$ cat config.mk
export PLATFORM = sky130hd
export DESIGN_NAME = clb_cell
export DESIGN_NICKNAME = d
export VERILOG_FILES = /design/src/rtl/clb_pkg.sv /design/src/rtl/clb_lut.sv /design/src/rtl/clb_cfg_chain.sv /design/src/rtl/clb_out_path.sv /design/src/rtl/clb_cell.sv
export SDC_FILE = /design/constraint.sdc
export NUM_CORES = 1
export LEC_CHECK = 0
export BUFFER_PORTS_ARGS = -buffer_cell sky130_fd_sc_hd__buf_2
export CAP_MARGIN = 10
export CORE_MARGIN = 5
export CORE_UTILIZATION = 40
export CTS_CLUSTER_DIAMETER = 150
export CTS_CLUSTER_SIZE = 14
export DETAILED_ROUTE_END_ITERATION = 16
export GPL_TIMING_DRIVEN = 0
export HOLD_SLACK_MARGIN = 0.06
export PLACE_DENSITY = 0.62
export SYNTH_ARGS = -nofsm -noshare
export SYNTH_HDL_FRONTEND = slang
export SYNTH_SLANG_ARGS = --single-unit
$ cat constraint.sdc
create_clock -name clk -period 2 [get_ports clk]
set_input_delay 0.2 -clock clk [delete_from_list [all_inputs] [get_ports clk]]
set_output_delay 0.2 -clock clk [all_outputs]
set_load 0.02 [all_outputs]
$ cat src/rtl/clb_pkg.sv
package clb_pkg;

    localparam int LUT_K    = 4;
    localparam int LUT_BITS = 1 << LUT_K;
    localparam int HK       = 3;
    localparam int H_BITS   = 1 << HK;
    localparam int N_PATHS  = 2;
    localparam int SEL_BITS = 2 * N_PATHS;
    localparam int CFG_W    = 2 * LUT_BITS + H_BITS + SEL_BITS;

    // Declared from the most significant field down to bit 0.
    typedef struct packed {
        logic                y_reg;
        logic                y_src;
        logic                x_reg;
        logic                x_src;
        logic [H_BITS-1:0]   h_tab;
        logic [LUT_BITS-1:0] g_tab;
        logic [LUT_BITS-1:0] f_tab;
    } cell_cfg_t;

endpackage

$ cat src/rtl/clb_lut.sv
module clb_lut #(
    parameter int K = 4
) (
    input  logic [(1<<K)-1:0] tab,
    input  logic [K-1:0]      addr,
    output logic              dout
);
    always_comb begin
        dout = tab[addr];
    end
endmodule

$ cat src/rtl/clb_cfg_chain.sv
module clb_cfg_chain #(
    parameter int W = 44
) (
    input  logic         clk,
    input  logic         rst,
    input  logic         shift_en,
    input  logic         sin,
    output logic [W-1:0] bits
);
    typedef struct packed {
        logic [W-1:0] chain;
    } chain_st_t;

    chain_st_t st_d, st_q;

    always_comb begin
        st_d = st_q;
        if (shift_en) begin
            st_d.chain = {st_q.chain[W-2:0], sin};
        end
    end

    always_ff @(posedge clk) begin
        if (rst) begin
            st_q <= '0;
        end else begin
            st_q <= st_d;
        end
    end

    assign bits = st_q.chain;

    AST_CHAIN_ENTRY: assert property (@(posedge clk) disable iff (rst)
        shift_en |=> (st_q.chain[0] == $past(sin)));

    AST_CHAIN_HOLD: assert property (@(posedge clk) disable iff (rst)
        !shift_en |=> $stable(st_q.chain));
endmodule

$ cat src/rtl/clb_out_path.sv
module clb_out_path (
    input  logic clk,
    input  logic rst,
    input  logic quiet,
    input  logic src_a,
    input  logic src_b,
    input  logic use_b,
    input  logic use_reg,
    output logic q_out
);
    typedef struct packed {
        logic ff;
    } path_st_t;

    path_st_t st_d, st_q;
    logic     picked;

    always_comb begin
        picked   = use_b ? src_b : src_a;
        st_d     = st_q;
        st_d.ff  = picked;
        if (quiet) begin
            q_out = 1'b0;
        end else if (use_reg) begin
            q_out = st_q.ff;
        end else begin
            q_out = picked;
        end
    end

    always_ff @(posedge clk) begin
        if (rst) begin
            st_q <= '0;
        end else begin
            st_q <= st_d;
        end
    end

    AST_FF_CAPTURE: assert property (@(posedge clk) disable iff (rst)
        1'b1 |=> (st_q.ff == $past(picked)));
endmodule

$ cat src/rtl/clb_cell.sv
module clb_cell
    import clb_pkg::*;
(
    input  logic             clk,
    input  logic             rst,
    input  logic             cfg_en,
    input  logic             cfg_in,
    input  logic [LUT_K-1:0] f_in,
    input  logic [LUT_K-1:0] g_in,
    input  logic             h_in,
    output logic             x_out,
    output logic             y_out
);
    logic [CFG_W-1:0] cfg_bits;
    cell_cfg_t        cfg;
    logic             f_res, g_res, h_res;
    logic [N_PATHS-1:0] p_a, p_b, p_use_b, p_reg, p_out;

    clb_cfg_chain #(.W(CFG_W)) u_chain (
        .clk      (clk),
        .rst      (rst),
        .shift_en (cfg_en),
        .sin      (cfg_in),
        .bits     (cfg_bits)
    );

    assign cfg = cell_cfg_t'(cfg_bits);

    clb_lut #(.K(LUT_K)) u_lut_f (.tab(cfg.f_tab), .addr(f_in), .dout(f_res));
    clb_lut #(.K(LUT_K)) u_lut_g (.tab(cfg.g_tab), .addr(g_in), .dout(g_res));
    // H address: bit 0 = F result, bit 1 = G result, bit 2 = direct input
    clb_lut #(.K(HK)) u_lut_h (.tab(cfg.h_tab), .addr({h_in, g_res, f_res}), .dout(h_res));

    always_comb begin
        p_a     = {g_res, f_res};
        p_b     = {h_res, h_res};
        p_use_b = {cfg.y_src, cfg.x_src};
        p_reg   = {cfg.y_reg, cfg.x_reg};
    end

    for (genvar gi = 0; gi < N_PATHS; gi++) begin : g_path
        clb_out_path u_path (
            .clk     (clk),
            .rst     (rst),
            .quiet   (cfg_en),
            .src_a   (p_a[gi]),
            .src_b   (p_b[gi]),
            .use_b   (p_use_b[gi]),
            .use_reg (p_reg[gi]),
            .q_out   (p_out[gi])
        );
    end

    assign x_out = p_out[0];
    assign y_out = p_out[1];

    AST_QUIET_WHILE_CFG: assert property (@(posedge clk) disable iff (rst)
        cfg_en |-> (!x_out && !y_out));

    AST_RESET_CLEARS: assert property (@(posedge clk)
        rst |=> (cfg_bits == '0));
endmodule

Word level (Yosys, flattened, before mapping)
Cells that the tools add are included.
- register bits after elaboration: 46
- input bits: 13
- output and inout bits: 2
- logic and storage cells: 18
- order comparisons: 3
- multiplexer cells: 12
- operators by type and width (operator ; number):
    4-bit by 5-bit less-than comparator with 1-bit output, second input constant ; 2
    1-bit two-way mux ; 9
    1-bit binary-select mux with 4-bit select ; 2
    3-bit by 4-bit less-than comparator with 1-bit output, second input constant ; 1
    1-bit binary-select mux with 3-bit select ; 1

Longest topological paths before layout
Gate-level depths: netlist (run 1).
- depth in word-level cells: 7
- gate-level depth with buffers: 8
- gate-level depth less buffers: 7

Modules after synthesis
Synthesis (run 1) repeated with hierarchy kept, for this count alone.
- cell total of the unflattened synthesis: 171
- area, all modules: 2044.5 µm²
- by module, submodules not included (module ; instances ; cells each ; area an instance (µm²)):
    clb_cfg_chain ; 1 ; 142 ; 1597.8
    clb_lut (u_lut_f ...) ; 2 ; 7 ; 135.1
    clb_out_path ; 2 ; 6 ; 56.3
    clb_lut (u_lut_h) ; 1 ; 3 ; 63.8

Worst setup path before layout (run 1)
Ideal clock, no wire load.
- path type: in2out
- from: input port f_in[0]
- to: output port y_out
- data arrival time: 2069 ps
- required time: 1800 ps
- path slack: -269 ps
- stages: 8
- buffers on the path: 1
- path through: buf_6 > mux4_2 > mux2i_4 > and2b_1 > o21ai_1 > a32oi_1 > o21ai_2 > o41ai_2
- word-level cells in the longest chain between the ends: 7
- ends and longest elaborated chain (item ; RTL line ; text):
    start: declaration ; clb_cell.sv:8 ; input logic [LUT_K-1:0] f_in,
    1-bit binary-select mux with 4-bit select ; clb_lut.sv:9 ; dout = tab[addr];
    1-bit two-way mux (not written as such) ; clb_lut.sv:9 ;
    1-bit binary-select mux with 3-bit select ; clb_lut.sv:9 ;
    1-bit two-way mux (not written as such) ; clb_lut.sv:9 ;
    1-bit two-way mux ; clb_out_path.sv:19 ; picked = use_b ? src_b : src_a;
    1-bit two-way mux ; clb_out_path.sv:24 ; end else if (use_reg) begin
    1-bit two-way mux ; clb_out_path.sv:22 ; if (quiet) begin
    end: declaration ; clb_cell.sv:12 ; output logic y_out
No other way between the ends. The select of a mux whose other input is x is not followed.

Final worst setup path (run 1)
- from: register u_chain.st_q, in the netlist u_chain.bits[3]
- to: output port y_out
- word-level cells in the longest chain between the ends: 7
- ends and longest elaborated chain (item ; RTL line ; text):
    start: declaration ; clb_cfg_chain.sv:14 ; chain_st_t st_d, st_q;
    start signal: assignment ; clb_cfg_chain.sv:27 ; st_q <= st_d;
    1-bit binary-select mux with 4-bit select ; clb_lut.sv:9 ;
    1-bit two-way mux (not written as such) ; clb_lut.sv:9 ;
    1-bit binary-select mux with 3-bit select ; clb_lut.sv:9 ;
    1-bit two-way mux (not written as such) ; clb_lut.sv:9 ;
    1-bit two-way mux ; clb_out_path.sv:19 ;
    1-bit two-way mux ; clb_out_path.sv:24 ;
    1-bit two-way mux ; clb_out_path.sv:22 ;
No other way between the ends. The select of a mux whose other input is x is not followed.

==> impl_metrics.env, run 1 <==
export IMPL_slew_limit_fails=0
export IMPL_post_synth_num_cell_types=36
export IMPL_worstPathRequired_ps=1800
export IMPL_syn_num_nets=226
export IMPL_timing_critical_path_arrival_ps=2420
export IMPL_cts_tree="built"
export IMPL_floorplan_core_area_sq_mm=0.00514
export IMPL_cts_sinks=46
export IMPL_route_detailed_wl_per_inst_um=13.0
export IMPL_powerDensity_mw_per_mm2=694
export IMPL_synth_area_leaders="sky130_fd_sc_hd__dfxtp_1 (43%), sky130_fd_sc_hd__mux2i_1 (23%), sky130_fd_sc_hd__nor2_1 (7.9%)"
export IMPL_layout_cells_non_filler=312
export IMPL_numPortBuffers=11
export IMPL_grt_ovfl_total=0
export IMPL_critical_path_class="reg -> out"
export IMPL_drt_total_wl_um=4070
export IMPL_floorplan_die_width_um=83.0
export IMPL_finalCritPeriodShare=1.31
export IMPL_report_final_hold_viol_count=0
export IMPL_grtUsageTotal=0.122
export IMPL_die_area_sq_mm=0.00688
export IMPL_place_detailed_instances=294
export IMPL_ir_drop_mv=0.387
export IMPL_final_hold_worst_slack_ps=139
export IMPL_synth_cells=213
export IMPL_cp_end_kind="output port"
export IMPL_grt_pass1_wl_um=7000
export IMPL_detailroute_via_count=1546
export IMPL_clock_fmax_mhz=382
export IMPL_clkSlewWorstSetupHoldPaths_ps=80
export IMPL_finalNetCount=254
export IMPL_final_core_util=0.492
export IMPL_layout_cell_share_with_drive_strength_beyond_1=0.215
export IMPL_detail_route_drc_violations=0
export IMPL_antenna_cells=0
export IMPL_timing_critical_path_fanout_max=5
export IMPL_setup_worst_path_start_class="flop"
export IMPL_worst_skew_pair_late_latency_ps=290
export IMPL_number_of_buffers_on_the_longest_clock_path=2
export IMPL_drt_iter0_markers=102
export IMPL_synth_top_cell_by_area="sky130_fd_sc_hd__dfxtp_1"
export IMPL_rows=26
export IMPL_yosys_area_top_type_share=0.432
export IMPL_cts_inserted_buffers=5
export IMPL_setup_viol_count_final=4
export IMPL_cts_htree_levels=2
export IMPL_preCtsSetupSlack_ps=-352
export IMPL_ys_warn_count=0
export IMPL_timing_final_ws_setup_ps=-621
export IMPL_total_placed_instance_area_sq_mm=0.00231
export IMPL_timing_clock_skew_ps=3.79
export IMPL_ys_seq_area_frac=0.432
export IMPL_p_leak_nw=1.05
export IMPL_post_synthesis_sequential_element_count=46
export IMPL_via_count_of_the_first_global_routing_pass=1574
export IMPL_detailedPlacementHpwl_um=2810
export IMPL_synthesized_area_sq_mm=0.00213
export IMPL_type_of_the_worst_min_delay_path="in -> reg"
export IMPL_maxCapViolCount=0
export IMPL_ant_nets=0
export IMPL_initial_antenna_violation_count=0
export IMPL_drt_pass1_iter_count=4
export IMPL_tightestPinTransition_ps=722
export IMPL_io_pins=15
export IMPL_post_drt_via_cell_ratio=4.96
export IMPL_synthesis_area_per_instance_sq_um=10.0
export IMPL_rsz0062_at_grt="yes"
export IMPL_worst_slew_slack_as_a_fraction_of_its_limit=0.519
export IMPL_floorplan_initialDensity=0.414
export IMPL_failed_checks="negative setup slack"
export IMPL_grt_start_max_net_pins=15
export IMPL_clock_tree_root_cell="sky130_fd_sc_hd__clkbuf_8"
export IMPL_outcome="finished with violations"
export IMPL_final_min_clock_period_ps=2620
export IMPL_final_area_sq_mm=0.00253
export IMPL_layout_area_overhead_vs_synth_pct=18.7
export IMPL_routabilityCongestion=0.737
export IMPL_die_height_um=83.0
## layout by cell type, fill, tap and decap left out, types with 4 or more instances in the layout
cell	count
sky130_fd_sc_hd__mux2i_1	48
sky130_fd_sc_hd__nor2_1	44
sky130_fd_sc_hd__dfxtp_1	40
sky130_fd_sc_hd__buf_4	10
sky130_fd_sc_hd__buf_2	9
sky130_fd_sc_hd__clkbuf_1	7
sky130_fd_sc_hd__mux4_2	6
sky130_fd_sc_hd__buf_1	6
sky130_fd_sc_hd__dfxtp_2	6
sky130_fd_sc_hd__inv_1	5
sky130_fd_sc_hd__nand2b_1	5
sky130_fd_sc_hd__clkbuf_8	5
sky130_fd_sc_hd__a21oi_1	4
sky130_fd_sc_hd__nand2_1	4
sky130_fd_sc_hd__nand3_1	4
## power breakdown
group	switching (mW)	internal, mW
clock network	0.305	0.373
logic	0.0864	0.0698
registers	0.00225	0.919
## final cells by class
cell class / count / area, sq um
buffer: 13 / 60.1
clock buffer: 6 / 72.6
clock inverter: 2 / 37.5
fill: 504 / 2610
inverter: 5 / 18.8
multi-input combinational: 149 / 1180
sequential: 46 / 928
tap: 70 / 87.6
timing repair buffer: 21 / 143
## synthesized netlist by cell type, drive strengths merged
cell type	number
nor2b	4
nand3	4
or2	1
buf	7
and2b	1
nor3	1
o22ai	2
mux2i	49
nand2b	5
a31oi	2
and2	1
o211ai	1
or3	1
nand2	4
a211o	1
mux4	6
inv	5
clkbuf	6
a32oi	2
dfxtp	46
o41ai	1
a311o	1
nand4	1
o21ai	5
and3	1
o31ai	1
o22a	2
a211oi	2
nor4	1
a21oi	4
nor2	45
## logic make-up (layout without fill, tap and decap cells)
| family | after synthesis | after routing | share of synthesized area |
|---|---|---|---|
| AO/OA/AOI/OAI | 24 | 24 | 0.0858 |
| AND/OR/NAND/NOR | 70 | 70 | 0.147 |
| flip-flops | 46 | 46 | 0.432 |
| multiplexers | 55 | 55 | 0.300 |
| buffers and inverters | 18 | 47 | 0.0353 |
## per-layer routing
layer	vias up	global-route usage	part of all wire
met5	-	0	0
li1	805	-	-
met2	14	0.195	0.48
met4	0	0.0520	0.015
met3	7	0.0297	0.026
met1	720	0.156	0.48
## repair_timing
| action | in CTS | in global routing |
|---|---|---|
| hold buffers | 0 | 0 |
| buffers inserted | 7 | 4 |
| endpoints found under the setup margin | 4 | 4 |
| hold endpoints to repair | 0 | 0 |
| pin swaps | 3 | 5 |
| gates resized for setup | 9 | 5 |
## worst max-delay path: stages, from the launching register on
cell                      delay, ps
sky130_fd_sc_hd__dfxtp_2        330
sky130_fd_sc_hd__mux4_2         490
sky130_fd_sc_hd__mux2i_4        240
sky130_fd_sc_hd__nor2b_2         60
sky130_fd_sc_hd__a211o_1        220
sky130_fd_sc_hd__a311o_1        410
sky130_fd_sc_hd__o21ai_4        120
sky130_fd_sc_hd__o41ai_4         80
sky130_fd_sc_hd__buf_4          170
## through the flow
step           total power [mW]  TNS [ps]
3_3_place_gp               1.08      -898
5_1_grt                    1.83     -1950
6_report                   1.75     -1590
2_1_floorplan              1.05      -280
3_5_place_dp               1.08      -825
4_1_cts                    1.77     -1430
## final timing paths
path | start | to | slack (ps) | cells past startpoint
setup / recovery | u_chain.bits[3] | y_out | -620 | 8
hold / removal | cfg_in | u_chain.bits[0] | 140 | 3
setup reg to reg | u_chain.bits[3] | g_path[0].u_path.st_q | -350 | 10
hold reg to reg | u_chain.bits[6] | u_chain.bits[6] | 500 | 2
## flip-flops by register name (all words and copies together), names as in the netlist
signal	flops
g_path.u_path.st_q	2
u_chain.bits	44
No activity file was read; power rests on OpenSTA's default activity.
==> run 2, diff against run 1 <==
==> constraint.sdc (replaced) <==
create_clock -name clk -period 2 [get_ports clk]
set_input_delay 0 -clock clk [delete_from_list [all_inputs] [get_ports clk]]
set_output_delay 0 -clock clk [all_outputs]
set_load 0.02 [all_outputs]
==> impl_metrics.env, run 2 (same netlist as run 1, synthesis figures left out) <==
export IMPL_detailedPlacementHpwl_um=2780
export IMPL_rows=26
export IMPL_critical_path_slowest_cell="sky130_fd_sc_hd__mux4_2"
export IMPL_layout_cell_share_with_drive_strength_beyond_1=0.188
export IMPL_detailroute_via_count=1551
export IMPL_mostFrequentLayoutCells="sky130_fd_sc_hd__mux2i_1 (48), sky130_fd_sc_hd__nor2_1 (45), sky130_fd_sc_hd__dfxtp_1 (43)"
export IMPL_grt_start_max_net_pins=14
export IMPL_worst_path_most_repeated_cell="sky130_fd_sc_hd__buf_4"
export IMPL_cts_tree="built"
export IMPL_timing_critical_path_fanout_max=5
export IMPL_outcome="finished with violations"
export IMPL_slew_limit_fails=0
export IMPL_maxCapViolCount=0
export IMPL_report_final_hold_viol_count=0
export IMPL_crit_path_cell_trace="mux4_2, mux2i_4, buf_4, a211o_1, a311o_1, o21ai_4, o41ai_4, buf_4"
export IMPL_failed_checks="negative setup slack"
export IMPL_layout_area_seq_sq_um=925
export IMPL_max_reg_flops=44
export IMPL_seq_power_share=0.534
export IMPL_slowest_cell_delay_on_critical_path_ps=490
export IMPL_setup_worst_path_start_class="flop"
export IMPL_p_leak_nw=1.05
export IMPL_clock_tree_root_cell="sky130_fd_sc_hd__clkbuf_8"
export IMPL_drt_total_wl_um=3950
export IMPL_clkSlewWorstSetupHoldPaths_ps=90
export IMPL_worst_skew_pair_late_latency_ps=300
export IMPL_power_switching_fraction=0.226
export IMPL_comb_power_share=0.089
export IMPL_antenna_cells=0
export IMPL_cp_end_kind="output port"
export IMPL_grt_pass1_wl_um=6860
export IMPL_grtUsageTotal=0.120
export IMPL_numPortBuffers=11
export IMPL_post_drt_via_cell_ratio=5.00
export IMPL_tightestPinTransition_ps=729
export IMPL_finalCritPeriodShare=1.21
export IMPL_floorplan_core_area_sq_mm=0.00514
export IMPL_power_report_internal_total_mw=1.34
export IMPL_worst_r2r_endpoint="g_path[0].u_path.st_q"
export IMPL_min_delay_endpoint="g_path[1].u_path.st_q"
export IMPL_routabilityCongestion=0.762
export IMPL_final_min_clock_period_ps=2410
export IMPL_worst_r2r_setup_slack_ps=-150
export IMPL_fillerInstances=538
export IMPL_multi_input_comb_area_sq_mm=0.00117
export IMPL_timing_critical_path_arrival_ps=2410
export IMPL_die_area_sq_mm=0.00688
export IMPL_drt_iter0_markers=66
export IMPL_most_frequent_standard_cell_in_the_layout_excluding_fill_and_tap_cells="sky130_fd_sc_hd__mux2i_1"
export IMPL_cts_sinks=46
export IMPL_final_hold_worst_slack_ps=140
export IMPL_r2r_worst_path_cells=8
export IMPL_ant_nets=0
export IMPL_route_detailed_wl_per_inst_um=12.7
export IMPL_io_pins=15
export IMPL_reg2reg_from="u_chain.bits[0]"
export IMPL_worst_slew_slack_as_a_fraction_of_its_limit=0.514
export IMPL_grt_ovfl_total=0
export IMPL_drt_pass1_iter_count=4
export IMPL_cts_htree_levels=2
export IMPL_clock_fmax_mhz=414
export IMPL_critical_path_class="reg -> out"
export IMPL_clock_power_share=0.378
export IMPL_powerDensity_mw_per_mm2=692
export IMPL_floorplan_initialDensity=0.414
export IMPL_cts_inserted_buffers=5
export IMPL_timing_clock_skew_ps=8.68
export IMPL_die_height_um=83.0
export IMPL_timing_final_ws_setup_ps=-415
export IMPL_floorplan_die_width_um=83.0
export IMPL_worst_hold_stages=4
export IMPL_type_of_the_worst_min_delay_path="in -> reg"
export IMPL_power_net_switching_mw=0.390
export IMPL_worstPathRequired_ps=2000
export IMPL_largest_delay_contributor_family_on_the_critical_path="multiplexers"
export IMPL_final_core_util=0.485
export IMPL_setup_viol_count_final=4
export IMPL_hold_path_startpoint="g_in[3]"
export IMPL_layout_area_overhead_vs_synth_pct=17.2
export IMPL_via_count_of_the_first_global_routing_pass=1498
export IMPL_finalNetCount=252
export IMPL_rsz0062_at_grt="yes"
export IMPL_number_of_buffers_on_the_longest_clock_path=2
export IMPL_ir_drop_mv=0.245
export IMPL_initial_antenna_violation_count=0
export IMPL_worst_path_buf_inv=2
export IMPL_detail_route_drc_violations=0
[run 2: changes by cell type in the layout (fill, tap and decap cells not counted), sizes merged]
cell / previous run / this run
clkbuf: 12 / 14
bufinv: 1 / 0
buf: 28 / 24
dlygate4sd3: 0 / 2
clkinvlp: 1 / 0
[run 2: layer usage]
metal	wire, um	GRT usage	part of all wire
met3	158	0.0347	0.040
met4	42	0.0490	0.011
met2	1860	0.190	0.47
met1	1880	0.155	0.48
met5	0	0	0
[run 2: final cells by class]
class | count | area share
tap | 70 | 0.0351
multi-input combinational | 149 | 0.470
sequential | 46 | 0.371
buffer | 13 | 0.0226
clock buffer | 8 | 0.0441
timing repair buffer | 19 | 0.0502
inverter | 5 | 0.00752
[run 2: tightest hold or removal path, cell delays in order]
cell	delay [ps]
sky130_fd_sc_hd__buf_2	90
sky130_fd_sc_hd__a21oi_1	130
sky130_fd_sc_hd__nor2_1	130
sky130_fd_sc_hd__a211oi_2	60
[run 2: worst max path at each step]
stage	start	end	slack (ps)	cells after the start
floorplan	u_chain.bits[3]	x_out	-7	7
global placement	u_chain.bits[3]	x_out	-130	8
detailed placement	u_chain.bits[3]	y_out	-150	8
CTS	u_chain.bits[3]	y_out	-430	8
global route	u_chain.bits[3]	y_out	-550	8
finish	u_chain.bits[0]	y_out	-410	8
[run 2: per-stage QoR]
step	std cells	power, mW	setup WS (ps)	TNS [ps]	cell area [sq um]
after global placement	294	1.08	-126	-334	2280
after floorplan	213	1.04	-6.72	-6.72	2140
after CTS	308	1.74	-434	-971	2470
after detailed placement	294	1.08	-151	-396	2280
final	310	1.73	-415	-1080	2490
after global routing	310	1.80	-545	-1520	2490
[run 2: repair_timing]
action,in CTS,in global routing
setup endpoints to repair,4,4
hold buffers,2,0
resized for setup,7,2
hold endpoints to repair,2,0
gates cloned,0,0
pin swaps,2,2
buffers inserted,4,2
[run 2: power by group through the flow]
stage	clock, mW	combinational [mW]	sequential, mW
2_1_floorplan	0	0.100	0.942
3_3_place_gp	0	0.136	0.942
3_5_place_dp	0	0.137	0.942
4_1_cts	0.670	0.147	0.921
5_1_grt	0.711	0.166	0.922
6_report	0.652	0.153	0.921
==> run 3, diff against run 2 <==
- CORE_UTILIZATION: 40 -> 53
- PLACE_DENSITY: 0.62 -> 0.77
==> impl_metrics.env, run 3 (same netlist as run 1, synthesis figures left out) <==
export IMPL_fillerInstances=313
export IMPL_final_min_clock_period_ps=2410
export IMPL_failed_checks="negative setup slack"
export IMPL_timing_clock_skew_ps=12.1
export IMPL_r2r_worst_path_cells=11
export IMPL_die_area_sq_mm=0.00539
export IMPL_timing_critical_path_fanout_max=5
export IMPL_floorplan_core_area_sq_mm=0.00394
export IMPL_final_core_util=0.626
export IMPL_number_of_buffers_on_the_longest_clock_path=2
export IMPL_setup_viol_count_final=3
export IMPL_ir_drop_mv=0.512
export IMPL_worst_skew_pair_late_latency_ps=300
export IMPL_worst_r2r_setup_slack_ps=-360
export IMPL_antenna_cells=0
export IMPL_detailroute_via_count=1560
export IMPL_route_detailed_wl_per_inst_um=13.4
export IMPL_clock_fmax_mhz=416
export IMPL_clock_tree_root_cell="sky130_fd_sc_hd__clkbuf_8"
export IMPL_detail_route_drc_violations=0
export IMPL_worst_r2r_endpoint="g_path[0].u_path.st_q"
export IMPL_tightestPinTransition_ps=727
export IMPL_critPathCapture="y_out"
export IMPL_layout_area_overhead_vs_synth_pct=15.9
export IMPL_cts_inserted_buffers=5
export IMPL_drt_iter0_markers=59
export IMPL_routabilityCongestion=0.765
export IMPL_layout_cell_share_with_drive_strength_beyond_1=0.175
export IMPL_preCtsSetupSlack_ps=-120
export IMPL_final_hold_worst_slack_ps=129
export IMPL_worst_slew_slack_as_a_fraction_of_its_limit=0.515
export IMPL_cts_htree_levels=2
export IMPL_powerDensity_mw_per_mm2=709
export IMPL_clkSlewWorstSetupHoldPaths_ps=90
export IMPL_rsz0062_at_grt="yes"
export IMPL_cp_end_kind="output port"
export IMPL_slew_limit_fails=0
export IMPL_timing_final_ws_setup_ps=-405
export IMPL_mostFrequentLayoutCells="sky130_fd_sc_hd__mux2i_1 (48), sky130_fd_sc_hd__nor2_1 (45), sky130_fd_sc_hd__dfxtp_1 (43)"
export IMPL_worstPathRequired_ps=2000
export IMPL_setup_worst_path_start_class="flop"
export IMPL_numPortBuffers=11
export IMPL_hold_path_startpoint="g_in[3]"
export IMPL_grt_start_max_net_pins=14
export IMPL_max_reg_flops=44
export IMPL_type_of_the_worst_min_delay_path="in -> reg"
export IMPL_grtUsageTotal=0.160
export IMPL_final_area_sq_mm=0.00247
export IMPL_drt_pass1_iter_count=4
export IMPL_post_drt_via_cell_ratio=5.38
export IMPL_finalCritPeriodShare=1.20
export IMPL_io_pins=15
export IMPL_outcome="finished with violations"
export IMPL_worstSetupStartpoint="u_chain.bits[0]"
export IMPL_grt_ovfl_total=0
export IMPL_most_frequent_standard_cell_in_the_layout_excluding_fill_and_tap_cells="sky130_fd_sc_hd__mux2i_1"
export IMPL_grt_pass1_wl_um=6820
export IMPL_drt_total_wl_um=3880
export IMPL_rows=23
export IMPL_maxCapViolCount=0
export IMPL_floorplan_die_width_um=73.4
export IMPL_timing_setup_tns_ps=-1120
export IMPL_ant_nets=0
export IMPL_timing_critical_path_arrival_ps=2410
export IMPL_detailedPlacementHpwl_um=2740
export IMPL_total_placed_instance_area_sq_mm=0.00226
export IMPL_report_final_hold_viol_count=0
export IMPL_cts_tree="built"
export IMPL_reg2reg_from="u_chain.bits[0]"
export IMPL_finalNetCount=252
export IMPL_die_height_um=73.4
export IMPL_initial_antenna_violation_count=0
export IMPL_cts_sinks=46
export IMPL_p_leak_nw=1.04
export IMPL_floorplan_initialDensity=0.540
export IMPL_via_count_of_the_first_global_routing_pass=1509
export IMPL_critical_path_class="reg -> out"
run 3: cell type report:
| class | count | area, sq um | share of cell area |
|---|---|---|---|
| sequential | 46 | 925 | 0.375 |
| buffer | 13 | 56.3 | 0.0228 |
| multi-input combinational | 149 | 1160 | 0.471 |
| clock inverter | 1 | 30.0 | 0.0122 |
| clock buffer | 7 | 76.3 | 0.0309 |
| tap | 50 | 62.6 | 0.0253 |
| inverter | 5 | 18.8 | 0.00760 |
| timing repair buffer | 19 | 136 | 0.0552 |
run 3: what timing repair did:
action	in CTS	in global routing
setup buffers	6	1
endpoints found under the setup margin	3	4
hold buffers	2	0
hold endpoints to repair	2	0
gates resized for setup	10	3
pin swaps	2	4
run 3: worst min-delay path by stage:
stage                            endpoint  cells past startpoint
global placement          u_chain.bits[0]                      3
CTS                 g_path[1].u_path.st_q                      4
finish              g_path[1].u_path.st_q                      4
floorplan                 u_chain.bits[0]                      2
detailed placement        u_chain.bits[0]                      3
global route        g_path[1].u_path.st_q                      4
run 3: metal layers:
layer | wire (um) | up-vias | GRT usage | share of wire
met5 | 0 | - | 0 | 0
met4 | 51 | 0 | 0.0503 | 0.013
met3 | 139 | 6 | 0.0424 | 0.036
met2 | 1770 | 26 | 0.255 | 0.46
met1 | 1920 | 731 | 0.212 | 0.49
li1 | - | 797 | - | -
run 3: power breakdown:
group          switching, mW  leakage (nW)  internal [mW]
clock                  0.297        0.0524          0.374
sequential           0.00227         0.372          0.919
combinational         0.0859         0.613         0.0717
total                  0.385          1.04           1.36
run 3: stage by stage:
stage	cells	power (mW)
final	290	1.75
after global routing	290	1.82
after CTS	290	1.76
after detailed placement	274	1.08
after global placement	274	1.08
after floorplan	213	1.04
run 3: worst max-delay path: stages (launching register included):
cell	delay, ps
sky130_fd_sc_hd__dfxtp_2	330
sky130_fd_sc_hd__mux4_2	480
sky130_fd_sc_hd__mux2i_4	240
sky130_fd_sc_hd__and2b_1	190
sky130_fd_sc_hd__o21ai_2	70
sky130_fd_sc_hd__a32oi_2	280
sky130_fd_sc_hd__o21ai_4	110
sky130_fd_sc_hd__o41ai_4	210
sky130_fd_sc_hd__buf_4	190
